==> src/rtl/swfc_pkg.sv <==
package swfc_pkg;
  typedef enum logic {LINK_RUN = 1'b0, LINK_HOLD = 1'b1} link_e;

  typedef struct packed {
    logic first;
    logic second;
  } hit_t;

  localparam int unsigned N_SEQ = 2;  // 0: pause pair, 1: resume pair
endpackage

==> src/rtl/swfc_cmp.sv <==
module swfc_cmp
  import swfc_pkg::*;
#(
  parameter int unsigned DATA_W = 8
) (
  input  logic [DATA_W-1:0] byte_i,
  input  logic [DATA_W-1:0] c1_i,
  input  logic [DATA_W-1:0] c2_i,
  output hit_t              hit_o
);
  always_comb begin
    hit_o.first  = (byte_i == c1_i);
    hit_o.second = (byte_i == c2_i);
  end
endmodule

==> src/rtl/swfc_seq.sv <==
module swfc_seq
  import swfc_pkg::*;
#(
  parameter int unsigned DATA_W = 8
) (
  input  logic              clk_i,
  input  logic              rst_ni,
  input  logic              rx_valid_i,
  input  logic [DATA_W-1:0] rx_data_i,
  input  logic              flow_en_i,
  input  logic              dual_i,
  input  hit_t              off_hit_i,
  input  hit_t              on_hit_i,
  output logic              hold_o,
  output logic              off_evt_o,
  output logic              on_evt_o,
  output logic              emit_v_o,
  output logic [DATA_W-1:0] emit_data_o,
  output logic              wr_o,
  output logic [DATA_W-1:0] wr_data_o
);
  link_e             link_q, link_d;
  logic              pend_q, pend_d;
  logic [DATA_W-1:0] pend_dat_q, pend_dat_d;
  logic              ext_q, ext_d;
  logic [DATA_W-1:0] ext_dat_q, ext_dat_d;
  logic              wr_q;
  logic [DATA_W-1:0] wr_dat_q;
  logic              toggle;
  hit_t              hit;

  always_comb begin
    hit        = (link_q == LINK_HOLD) ? on_hit_i : off_hit_i;
    link_d     = link_q;
    pend_d     = pend_q;
    pend_dat_d = pend_dat_q;
    ext_d      = 1'b0;
    ext_dat_d  = ext_dat_q;
    emit_v_o   = 1'b0;
    emit_data_o = ext_dat_q;
    toggle     = 1'b0;

    // deferred byte from a broken pair
    if (ext_q) begin
      emit_v_o    = 1'b1;
      emit_data_o = ext_dat_q;
    end

    if (rx_valid_i) begin
      if (!flow_en_i) begin
        emit_v_o    = 1'b1;
        emit_data_o = rx_data_i;
        pend_d      = 1'b0;
      end else if (pend_q) begin
        if (dual_i && hit.second) begin
          toggle = 1'b1;
          pend_d = 1'b0;
        end else begin
          emit_v_o    = 1'b1;
          emit_data_o = pend_dat_q;
          if (dual_i && hit.first) begin
            pend_dat_d = rx_data_i;
          end else begin
            pend_d    = 1'b0;
            ext_d     = 1'b1;
            ext_dat_d = rx_data_i;
          end
        end
      end else if (hit.first) begin
        if (dual_i) begin
          pend_d     = 1'b1;
          pend_dat_d = rx_data_i;
        end else begin
          toggle = 1'b1;
        end
      end else begin
        emit_v_o    = 1'b1;
        emit_data_o = rx_data_i;
      end
    end

    if (toggle) link_d = (link_q == LINK_HOLD) ? LINK_RUN : LINK_HOLD;
    if (!flow_en_i) link_d = LINK_RUN;
  end

  always_ff @(posedge clk_i or negedge rst_ni) begin
    if (!rst_ni) begin
      link_q     <= LINK_RUN;
      pend_q     <= 1'b0;
      pend_dat_q <= '0;
      ext_q      <= 1'b0;
      ext_dat_q  <= '0;
      wr_q       <= 1'b0;
      wr_dat_q   <= '0;
    end else begin
      link_q     <= link_d;
      pend_q     <= pend_d;
      pend_dat_q <= pend_dat_d;
      ext_q      <= ext_d;
      ext_dat_q  <= ext_dat_d;
      wr_q       <= emit_v_o;
      if (emit_v_o) wr_dat_q <= emit_data_o;
    end
  end

  assign hold_o    = (link_q == LINK_HOLD);
  assign off_evt_o = toggle && (link_q == LINK_RUN);
  assign on_evt_o  = toggle && (link_q == LINK_HOLD);
  assign wr_o      = wr_q;
  assign wr_data_o = wr_dat_q;
endmodule

==> src/rtl/swfc_stat.sv <==
module swfc_stat #(
  parameter int unsigned DATA_W = 8
) (
  input  logic              clk_i,
  input  logic              rst_ni,
  input  logic              emit_v_i,
  input  logic [DATA_W-1:0] emit_data_i,
  input  logic              spec_en_i,
  input  logic [DATA_W-1:0] spec_chr_i,
  input  logic              irq_en_i,
  input  logic              off_evt_i,
  input  logic              on_evt_i,
  input  logic              ack_i,
  output logic              flag_o
);
  logic flag_q, spec_hit, set_flag;

  assign spec_hit = emit_v_i && spec_en_i && (emit_data_i == spec_chr_i);
  assign set_flag = irq_en_i && (off_evt_i || spec_hit);

  always_ff @(posedge clk_i or negedge rst_ni) begin
    if (!rst_ni)                flag_q <= 1'b0;
    else if (set_flag)          flag_q <= 1'b1;
    else if (on_evt_i || ack_i) flag_q <= 1'b0;
  end

  assign flag_o = flag_q;
endmodule

==> src/rtl/swfc_rx_ctrl.sv <==
module swfc_rx_ctrl
  import swfc_pkg::*;
#(
  parameter int unsigned DATA_W = 8
) (
  input  logic              clk_i,
  input  logic              rst_ni,
  input  logic              rx_valid_i,
  input  logic [DATA_W-1:0] rx_data_i,
  input  logic              flow_en_i,
  input  logic              dual_i,
  input  logic              spec_en_i,
  input  logic              irq_en_i,
  input  logic              ack_i,
  input  logic [DATA_W-1:0] xon1_i,
  input  logic [DATA_W-1:0] xon2_i,
  input  logic [DATA_W-1:0] xoff1_i,
  input  logic [DATA_W-1:0] xoff2_i,
  output logic              tx_hold_o,
  output logic              flag_o,
  output logic              irq_o,
  output logic              wr_o,
  output logic [DATA_W-1:0] wr_data_o
);
  logic [DATA_W-1:0] chr1 [N_SEQ];
  logic [DATA_W-1:0] chr2 [N_SEQ];
  hit_t              hit  [N_SEQ];
  logic              off_evt, on_evt, emit_v;
  logic [DATA_W-1:0] emit_data;

  assign chr1[0] = xoff1_i;
  assign chr2[0] = xoff2_i;
  assign chr1[1] = xon1_i;
  assign chr2[1] = xon2_i;

  for (genvar g = 0; g < N_SEQ; g++) begin : g_cmp
    swfc_cmp #(.DATA_W(DATA_W)) u_cmp (
      .byte_i (rx_data_i),
      .c1_i   (chr1[g]),
      .c2_i   (chr2[g]),
      .hit_o  (hit[g])
    );
  end

  swfc_seq #(.DATA_W(DATA_W)) u_seq (
    .clk_i       (clk_i),
    .rst_ni      (rst_ni),
    .rx_valid_i  (rx_valid_i),
    .rx_data_i   (rx_data_i),
    .flow_en_i   (flow_en_i),
    .dual_i      (dual_i),
    .off_hit_i   (hit[0]),
    .on_hit_i    (hit[1]),
    .hold_o      (tx_hold_o),
    .off_evt_o   (off_evt),
    .on_evt_o    (on_evt),
    .emit_v_o    (emit_v),
    .emit_data_o (emit_data),
    .wr_o        (wr_o),
    .wr_data_o   (wr_data_o)
  );

  swfc_stat #(.DATA_W(DATA_W)) u_stat (
    .clk_i       (clk_i),
    .rst_ni      (rst_ni),
    .emit_v_i    (emit_v),
    .emit_data_i (emit_data),
    .spec_en_i   (spec_en_i),
    .spec_chr_i  (xoff2_i),
    .irq_en_i    (irq_en_i),
    .off_evt_i   (off_evt),
    .on_evt_i    (on_evt),
    .ack_i       (ack_i),
    .flag_o      (flag_o)
  );

  assign irq_o = flag_o && irq_en_i;
endmodule

==> config.mk <==
export PLATFORM = sky130hd
export DESIGN_NAME = swfc_rx_ctrl
export DESIGN_NICKNAME = d
export VERILOG_FILES = /design/src/rtl/swfc_pkg.sv /design/src/rtl/swfc_cmp.sv /design/src/rtl/swfc_seq.sv /design/src/rtl/swfc_stat.sv /design/src/rtl/swfc_rx_ctrl.sv
export SDC_FILE = /design/constraint.sdc
export NUM_CORES = 1
export LEC_CHECK = 0
export BUFFER_PORTS_ARGS = -buffer_cell sky130_fd_sc_hd__buf_2
export CAP_MARGIN = 20
export CORE_ASPECT_RATIO = 1.4
export CORE_MARGIN = 5
export CORE_UTILIZATION = 45
export DETAILED_ROUTE_END_ITERATION = 12
export PLACE_DENSITY = 0.72
export SLEW_MARGIN = 0
export SYNTH_ARGS = -nofsm -noshare
export SYNTH_HDL_FRONTEND = slang
export SYNTH_HIERARCHICAL = 1
export SYNTH_SLANG_ARGS = --single-unit
==> constraint.sdc <==
create_clock -name clk_i -period 2.6 [get_ports clk_i]
set_input_delay 0.52 -clock clk_i [delete_from_list [all_inputs] [get_ports clk_i]]
set_output_delay 0.52 -clock clk_i [all_outputs]
set_load 0.005 [all_outputs]
==> impl_metrics.json, run 1 <==
{
  "gp_congestion": 0.8402,
  "placed_area_mm2": 0.002382,
  "cts_root_buf": "clkbuf_8",
  "track_usage_pct": 19.43,
  "fin_nets": 307,
  "drive_gt1_share_pct": 43.08,
  "period_minus_slack_ns": 2.333,
  "grt_pass1_vias": 1735,
  "h-tree-depth": 2,
  "drt_iter0_markers": 59,
  "start_kind": "input pin",
  "rr_worst_depth": 9,
  "hold_class": "input pin to async pin",
  "skew_ns": 0.005514,
  "combPwrFrac_pct": 23.2,
  "ys_types": 30,
  "async_flop_share_pct": 100.0,
  "status": "finished, final reports clean",
  "cts.sinks": 29,
  "insertion_delay_ns": 0.28,
  "io_buffer_count": 59,
  "avgRoutedWirePerCell_um": 16.65,
  "cts_buffers": 5,
  "power_density_mw_per_mm2": 446.1,
  "p_leak_nw": 1.174,
  "synth-edff-count": 0,
  "timing_worst_setup_path_type": "input pin to register",
  "power.share.clock_pct": 31.7,
  "place_hpwl_um": 4015,
  "die_y_um": 85.90,
  "grt_max_degree": 30,
  "syn_avg_cell_area_um2": 10.58,
  "tightest_slew_ns": 0.6648,
  "cts_hold_buf": 0,
  "yosysTopAreaCellShare_pct": 39.19,
  "grt_pass1_wl_um": 8252,
  "switching_share_pct": 27.03,
  "start_util_pct": 46.85,
  "fin_ws_ns": 0.2667,
  "area_delta_synth_final_pct": 33.18,
  "synth_top_cell_by_area": "dfrtp_1",
  "arrival_ns": 2.49,
  "period_share_pct": 89.74,
  "ant_nets": 0,
  "path_clk_slew_ns": 0.06,
  "cts_buffer_depth": 2,
  "timing.rr.end": "u_stat/flag_o",
  "antenna_found_initial": 0,
  "internal_power_uw": 802.7,
  "ys_warn_count": 6,
  "seqPwrFrac_pct": 45.1,
  "finalInstanceArea_mm2": 0.002466,
  "ir_drop_mv": 0.4033,
  "crit_start": "rx_data_i[0]",
  "filler_cell_count": 340,
  "hold_viol": 0,
  "timing.rr.start": "u_seq/hold_o",
  "fp.dieW_um": 64.22,
  "ys_seq_area_share_pct": 39.19,
  "viasPerCell": 5.383,
  "synth_area_leaders": "dfrtp_1 (39%), xnor2_1 (19%), mux2_4 (7.3%)",
  "fmax_ghz": 0.4286,
  "setup_violations": 0,
  "place_ws_ns": -0.08067,
  "ys_seq_elements": 29,
  "route.detailed.drc": 0,
  "rows": 27,
  "drt_first_pass_iters": 4,
  "drv_cap": 0,
  "syn_inst": 175,
  "syn-num-nets": 223,
  "core-area_mm2": 0.003953,
  "crit_required_ns": 2.76,
  "slew_headroom_pct": 55.68,
  "num_antenna_cells": 0,
  "reg2reg_slack_ns": 0.43,
  "yosysMostFrequentCell": "xnor2_1",
  "synthFlopType": "dfrtp_1",
  "p_switching_uw": 297.4,
  "cts_tree": "built",
  "worstPathMaxFanout": 15,
  "critPathCaptureType": "register",
  "die_area_mm2": 0.005516,
  "via_count": 1631,
  "syn_area_mm2": 0.001852,
  "synthTopCellsByCount": "xnor2_1 (40), dfrtp_1 (29), nand2_1 (11)",
  "ioPinCount": 60,
  "wl_um": 5045,
  "grt_overflow": 0,
  "rsz0062_at_grt": "false",
  "drv_slew": 0
}
-- state kept, by name, indices dropped and copies added, names as in the netlist --
name,count
u_seq/hold_o,1
u_seq/pend_q,1
u_seq/ext_dat_q,8
u_seq/wr_data_o,8
u_seq/wr_o,1
u_seq/ext_q,1
u_stat/flag_o,1
u_seq/pend_dat_q,8
-- power by group through the flow --
stage | Sequential [mW] | Combinational, mW | Clock (mW)
final | 0.496 | 0.255 | 0.349
after global routing | 0.499 | 0.279 | 0.389
after CTS | 0.496 | 0.258 | 0.364
after detailed placement | 0.504 | 0.256 | 0
after global placement | 0.503 | 0.253 | 0
after floorplan | 0.503 | 0.126 | 0
-- per-layer routing --
| metal | track usage [%] | vias to the layer above | share of wire (%) | routed length [µm] |
|---|---|---|---|---|
| li1 | - | 806 | - | - |
| met1 | 24.21 | 777 | 42 | 2132 |
| met2 | 32.85 | 42 | 51 | 2571 |
| met3 | 4.718 | 6 | 5.7 | 289 |
| met4 | 6.111 | 0 | 1.0 | 51 |
| met5 | 0 | - | 0 | 0 |
-- how the worst max path moves through the flow --
stage                    endpoint  slack (ns)  depth (start not counted)
finish              u_stat/flag_o        0.27                         12
global placement    u_stat/flag_o       -0.03                         12
floorplan           u_stat/flag_o        0.18                         13
CTS                 u_stat/flag_o        0.21                         12
detailed placement  u_stat/flag_o       -0.08                         12
global route        u_stat/flag_o        0.06                         12
-- cell type report --
type                       count  area, µm²  area share, %
clock buffer                   6      72.57          2.943
clock inverter                 2      10.01         0.4059
inverter                       5      18.77         0.7610
multi-input combinational    136       1080          43.78
sequential                    29      725.7          29.43
tap                           43      53.80          2.182
timing repair buffer          82      505.5          20.50
-- placed cells by master, fill, tap and decap left out, types with 8 or more instances in the layout --
cell type	instances
mux2_4	9
dfrtp_1	29
buf_4	20
a2bb2oi_1	8
a22oi_1	8
nor2_1	8
xnor2_1	40
nand4_1	10
o21ai_0	9
nand2_1	11
buf_2	59
o22ai_1	9
mux2_2	9
-- what timing repair did --
action / CTS / global route
endpoints found under the setup margin: 0 / 1
resized for setup: 0 / 1
setup buffers: 0 / 0
-- through the flow --
| step | power, mW | instances | utilization (%) | hold slack, ns | TNS, ns |
|---|---|---|---|---|---|
| floorplan | 0.6285 | 175 | - | 0.2244 | 0 |
| global placement | 0.7565 | 295 | 60.27 | 0.4915 | -0.03402 |
| detailed placement | 0.7602 | 295 | 60.27 | 0.4943 | -0.08067 |
| CTS | 1.118 | 303 | 62.36 | 0.2900 | 0 |
| global route | 1.168 | 303 | 62.39 | 0.3213 | 0 |
| finish | 1.100 | 303 | 62.39 | 0.2704 | 0 |
-- logic make-up after synthesis --
| kind of cell | Yosys count | share of synthesized area (%) |
|---|---|---|
| multiplexers | 19 | 13.31 |
| buffers and inverters | 10 | 2.567 |
| AO/OA/AOI/OAI | 39 | 15.61 |
| XOR/XNOR | 40 | 18.92 |
| flip-flops | 29 | 39.19 |
| AND/OR/NAND/NOR | 38 | 10.41 |
-- critical path: stages --
cell	delay [ns]
buf_2	0.17
xnor2_1	0.15
nand4_1	0.11
nor2_1	0.05
mux2_4	0.28
a41o_2	0.38
o21ai_0	0.20
nand2_1	0.09
xnor2_1	0.15
nand4_1	0.09
nor3_1	0.05
a221o_1	0.25
Power figures use the tool's default switching activity.
==> inputs of run 2 (changes only) <==
==> constraint.sdc (replaced) <==
create_clock -name clk_i -period 2.6 [get_ports clk_i]
set_input_delay 0.39 -clock clk_i [delete_from_list [all_inputs] [get_ports clk_i]]
set_output_delay 0.39 -clock clk_i [all_outputs]
set_load 0.005 [all_outputs]
==> run 2 against run 1 <==
Sequential share of layout area increased by 0.56 points. Non-clock buffer count decreased by 9. Power increased by 0.32%. Utilization decreased by 1.2 points. Sequential cell count unchanged. Setup slack got worse by 0.026 ns. Register-to-register slack got worse by 0.13 ns. Cell area decreased by 1.9%. Largest cell class unchanged. Count of clock-buffer cells in the layout decreased by 1. Via count decreased by 0.86%. Cell count decreased by 3.0%.
==> impl_metrics.json, run 2 (same netlist as run 1, synthesis figures left out) <==
{
  "io_buffer_count": 59,
  "hold_class": "input pin to async pin",
  "cp_slowest_stage_delay_ns": 0.27,
  "ioPinCount": 60,
  "arrival_ns": 2.58,
  "area_delta_synth_final_pct": 30.68,
  "power_density_mw_per_mm2": 456.1,
  "path_cells": "buf_2, xnor2_1, nand4_1, nor2_1, mux2_2, buf_4, and3_1, buf_12, o21ai_0, nand2_1, xnor2_1, nand4_1, nor3_1, a221o_1",
  "slowest_stage": "mux2_2",
  "timing_worst_setup_path_type": "input pin to register",
  "hold_viol": 0,
  "period_share_pct": 90.73,
  "final_common_cell": "buf_2",
  "p_leak_nw": 1.143,
  "path_depth": 14,
  "period_minus_slack_ns": 2.359,
  "drv_cap": 0,
  "rows": 27,
  "rr_worst_depth": 10,
  "cts_buffer_depth": 2,
  "timing.rr.start": "u_seq/hold_o",
  "gp_congestion": 0.8626,
  "worstPathMaxFanout": 17,
  "ant_nets": 0,
  "place_hpwl_um": 3969,
  "fin_ws_ns": 0.2409,
  "timing.rr.end": "u_stat/flag_o",
  "skew_ns": 0.004778,
  "fp.dieW_um": 64.22,
  "mostFrequentLayoutCells": "buf_2 (59), xnor2_1 (40), dfrtp_1 (29), nand2_1 (11)",
  "cts_buffers": 5,
  "grt_pass1_vias": 1758,
  "ir_drop_mv": 0.4740,
  "fin_nets": 298,
  "start_util_pct": 46.85,
  "place_ws_ns": -0.1491,
  "core-area_mm2": 0.003953,
  "rsz0062_at_grt": "false",
  "grt_pass1_wl_um": 8245,
  "slew_headroom_pct": 56.59,
  "fmax_ghz": 0.4239,
  "wl_um": 5057,
  "multiInputGateArea_mm2": 0.001085,
  "filler_cell_count": 341,
  "antenna_found_initial": 0,
  "via_count": 1617,
  "grt_overflow": 0,
  "grt_max_degree": 30,
  "critPathCaptureType": "register",
  "postLayoutCoreUtil_pct": 61.22,
  "die_area_mm2": 0.005516,
  "cts_tree": "built",
  "insertion_delay_ns": 0.28,
  "drt_first_pass_iters": 4,
  "cts.sinks": 29,
  "cts_root_buf": "clkbuf_8",
  "path_clk_slew_ns": 0.07,
  "reg2reg_slack_ns": 0.30,
  "die_y_um": 85.90,
  "regArea_um2": 725.7,
  "route.detailed.drc": 0,
  "viasPerCell": 5.500,
  "tightest_slew_ns": 0.6512,
  "h-tree-depth": 2,
  "track_usage_pct": 18.93,
  "total_power_mw": 1.104,
  "drv_slew": 0,
  "avgRoutedWirePerCell_um": 17.20,
  "drt_iter0_markers": 142,
  "crit_required_ns": 2.82,
  "setup-tns-final_ns": 0,
  "drive_gt1_share_pct": 41.43,
  "start_kind": "input pin",
  "placed_area_mm2": 0.002327,
  "critPathTopFamily": "simple AND/OR/NAND/NOR gates",
  "setup_violations": 0,
  "path_buf_inv": 3,
  "finalInstanceArea_mm2": 0.002420,
  "num_antenna_cells": 0,
  "status": "finished, final reports clean"
}
## run 2: worst max-delay path by stage
stage | from | endpoint | slack, ns
3_3_place_gp | rx_data_i[3] | u_stat/flag_o | -0.04
2_1_floorplan | xoff2_i[3] | u_stat/flag_o | 0.31
4_1_cts | rx_data_i[3] | u_stat/flag_o | 0.15
6_report | rx_data_i[3] | u_stat/flag_o | 0.24
3_5_place_dp | rx_data_i[3] | u_stat/flag_o | -0.15
5_1_grt | rx_data_i[3] | u_stat/flag_o | 0.04
## run 2: worst register-to-register path, cell delays in order (launching register included)
cell and delay, ns:
dfrtp_1 0.38, buf_4 0.16, mux2_4 0.33, a41o_1 0.28, buf_12 0.16, o21ai_0 0.15
nand2_1 0.09, xnor2_1 0.23, nand4_1 0.14, nor3_1 0.19, a221o_1 0.14
## run 2: power breakdown
| group | internal [mW] | total, mW | switching, mW |
|---|---|---|---|
| registers | 0.480 | 0.496 | 0.0163 |
| clock network | 0.184 | 0.360 | 0.176 |
| logic | 0.131 | 0.247 | 0.116 |
| total | 0.795 | 1.10 | 0.309 |
## run 2: layout make-up
class / count / area share, %
Multi-Input combinational cell: 136 / 44.83
Sequential cell: 29 / 29.99
Timing Repair Buffer: 73 / 18.61
Clock buffer: 5 / 2.844
Tap cell: 43 / 2.223
Inverter: 5 / 0.7756
Clock inverter: 3 / 0.7239
## run 2: metrics by stage
stage / hold slack [ns] / instances
after global routing: 0.1792 / 294
after global placement: 0.4543 / 286
after CTS: 0.1418 / 294
final: 0.1310 / 294
after detailed placement: 0.4546 / 286
after floorplan: 0.09441 / 175
## run 2: repair_timing
item / 4_1_cts / 5_1_grt
endpoints found under the setup margin: 0 / 1
gates resized for setup: 0 / 1
hold buffers: 0 / 0
setup buffers: 0 / 0
## run 2: metal layers
metal	up-vias	wire, µm	GRT usage, %	share of wire (%)
met5	-	0	0	0
met4	0	101	7.407	2.0
met3	10	348	5.111	6.9
met2	56	2501	31.84	49
met1	769	2105	22.75	42
li1	782	-	-	-
==> inputs of run 3 (changes only) <==
CELL_PAD_IN_SITES_DETAIL_PLACEMENT = 2   (was not set)
CELL_PAD_IN_SITES_GLOBAL_PLACEMENT = 2   (was not set)
CORE_UTILIZATION = 31   (was 45)
PLACE_DENSITY = not set   (was 0.72)
PLACE_DENSITY_LB_ADDON = 0.1   (was not set)
==> run 3 against run 2 <==
Die area up 39%. Sequential cell count unchanged. Sequential share of layout area down 1.6 points. Worst hold slack worse by 0.0022 ns. Combinational power up 11%. Largest power group unchanged. Largest cell class unchanged. Setup slack worse by 0.085 ns. Routed wire length up 33%. Global-route usage down 0.26 points. Clock skew down 0.00086 ns. Count of clock-buffer cells in the layout up 2. Sequential power about the same.
==> impl_metrics.json, run 3 (same netlist as run 1, synthesis figures left out) <==
{
  "status": "finished, final reports clean",
  "tightest_slew_ns": 0.6573,
  "skew_ns": 0.003920,
  "critPathCaptureType": "register",
  "ioPinCount": 60,
  "grt_overflow": 0,
  "fin_cells": 336,
  "cts_root_buf": "clkbuf_8",
  "power_density_mw_per_mm2": 464.3,
  "p_leak_nw": 1.212,
  "cts_tree": "built",
  "slew_headroom_pct": 56.18,
  "track_usage_pct": 18.67,
  "fin_nets": 313,
  "rsz0062_at_grt": "false",
  "power.share.clock_pct": 35.1,
  "wl_um": 6749,
  "hold_class": "input pin to async pin",
  "critPathTopFamily": "compound AO/OA/AOI/OAI gates",
  "start_util_pct": 31.81,
  "insertion_delay_ns": 0.28,
  "setup_violations": 0,
  "grt_pass1_vias": 1976,
  "cts_buffers": 5,
  "cts_buffer_depth": 2,
  "h-tree-depth": 2,
  "die_area_mm2": 0.007641,
  "drv_slew": 0,
  "fp.dieW_um": 75.32,
  "gp_congestion": 0.8378,
  "p_switching_uw": 324.9,
  "rows": 33,
  "timing.rr.start": "u_seq/hold_o",
  "period_minus_slack_ns": 2.444,
  "path_common_cell": "xnor2_1",
  "period_share_pct": 94.02,
  "setup-tns-final_ns": 0,
  "post_cts_buffers": 0,
  "seqPwrFrac_pct": 41.9,
  "worstPathMaxFanout": 12,
  "place_hpwl_um": 5347,
  "arrival_ns": 2.67,
  "io_buffer_count": 59,
  "drt_iter0_markers": 30,
  "cts_hold_buf": 0,
  "core-area_mm2": 0.005822,
  "timing_worst_setup_path_type": "input pin to register",
  "crit_start": "rx_data_i[3]",
  "area_delta_synth_final_pct": 38.11,
  "cts.sinks": 29,
  "grt_pass1_wl_um": 10430,
  "switching_share_pct": 27.36,
  "drt_first_pass_iters": 4,
  "finalInstanceArea_mm2": 0.002557,
  "drv_cap": 0,
  "placed_area_mm2": 0.002449,
  "start_kind": "input pin",
  "viasPerCell": 5.104,
  "combPwrFrac_pct": 23.0,
  "grt_max_degree": 30,
  "path_buf_inv": 2,
  "num_antenna_cells": 0,
  "route.detailed.drc": 0,
  "final_common_cell": "buf_2",
  "drive_gt1_share_pct": 45.11,
  "fmax_ghz": 0.4091,
  "place_inst": 328,
  "antenna_found_initial": 0,
  "ir_drop_mv": 0.2820,
  "internal_power_uw": 862.6,
  "crit_required_ns": 2.83,
  "path_cells": "buf_2, xnor2_1, nand4_1, nor2_1, mux2_4, a41o_2, buf_4, o21ai_0, nand2_1, xnor2_1, nand3_1, nor3_1, a221o_1",
  "via_count": 1715,
  "avgRoutedWirePerCell_um": 20.09,
  "timing.rr.end": "u_stat/flag_o",
  "ant_nets": 0,
  "path_clk_slew_ns": 0.07,
  "rr_worst_depth": 9,
  "hold_viol": 0,
  "mostFrequentLayoutCells": "buf_2 (59), xnor2_1 (40), dfrtp_1 (29), buf_4 (27), nand2_1 (11)",
  "cp_slowest_stage_delay_ns": 0.38,
  "die_y_um": 101.5,
  "reg2reg_slack_ns": 0.29,
  "postLayoutCoreUtil_pct": 43.93,
  "slowest_stage": "a41o_2"
}
-- run 3: worst max-delay path by stage --
stage                     to  depth (start not counted)
2_1_floorplan  u_stat/flag_o                         13
6_report       u_stat/flag_o                         13
3_3_place_gp   u_stat/flag_o                         13
3_5_place_dp   u_stat/flag_o                         13
5_1_grt        u_stat/flag_o                         13
4_1_cts        u_stat/flag_o                         13
-- run 3: area by class of cell --
| class | count | area (µm²) |
|---|---|---|
| Tap cell | 70 | 87.58 |
| Inverter | 5 | 18.77 |
| Multi-Input combinational cell | 136 | 1086 |
| Timing Repair Buffer | 88 | 538.0 |
| Clock inverter | 1 | 5.005 |
| Sequential cell | 29 | 725.7 |
| Clock buffer | 7 | 96.34 |
| Fill cell | 654 | 3264 |
-- run 3: per-stage QoR --
stage | total power [mW] | worst slack (ns) | hold slack [ns]
global route | 1.252 | 0.03786 | 0.1803
CTS | 1.210 | 0.05320 | 0.1475
detailed placement | 0.7792 | -0.1671 | 0.4667
floorplan | 0.6285 | 0.3143 | 0.09441
global placement | 0.7667 | -0.08285 | 0.4609
finish | 1.187 | 0.1555 | 0.1288
-- run 3: worst reg2reg max path, stage by stage, from the launching register on --
cell     delay [ns]
dfrtp_1        0.43
mux2_4         0.35
a41o_2         0.38
buf_4          0.18
o21ai_0        0.14
nand2_1        0.09
xnor2_1        0.21
nand3_1        0.11
nor3_1         0.22
a221o_1        0.14
-- run 3: timing repair --
item,CTS,global route
gates resized for setup,0,2
endpoints found under the setup margin,0,1
hold endpoints to repair,0,0
-- run 3: power by group through the flow --
stage	sequential (mW)	clock (mW)	combinational, mW
floorplan	0.503	0	0.126
global placement	0.503	0	0.264
detailed placement	0.505	0	0.274
CTS	0.498	0.434	0.278
global route	0.501	0.453	0.299
finish	0.497	0.417	0.273
-- run 3: per-layer routing --
| metal | vias to the layer above | GRT usage, % | share of wire (%) |
|---|---|---|---|
| li1 | 816 | - | - |
| met1 | 849 | 20.76 | 40 |
| met2 | 44 | 35.06 | 55 |
| met3 | 6 | 3.078 | 4.3 |
| met4 | 0 | 5.653 | 1.2 |
| met5 | - | 0 | 0 |
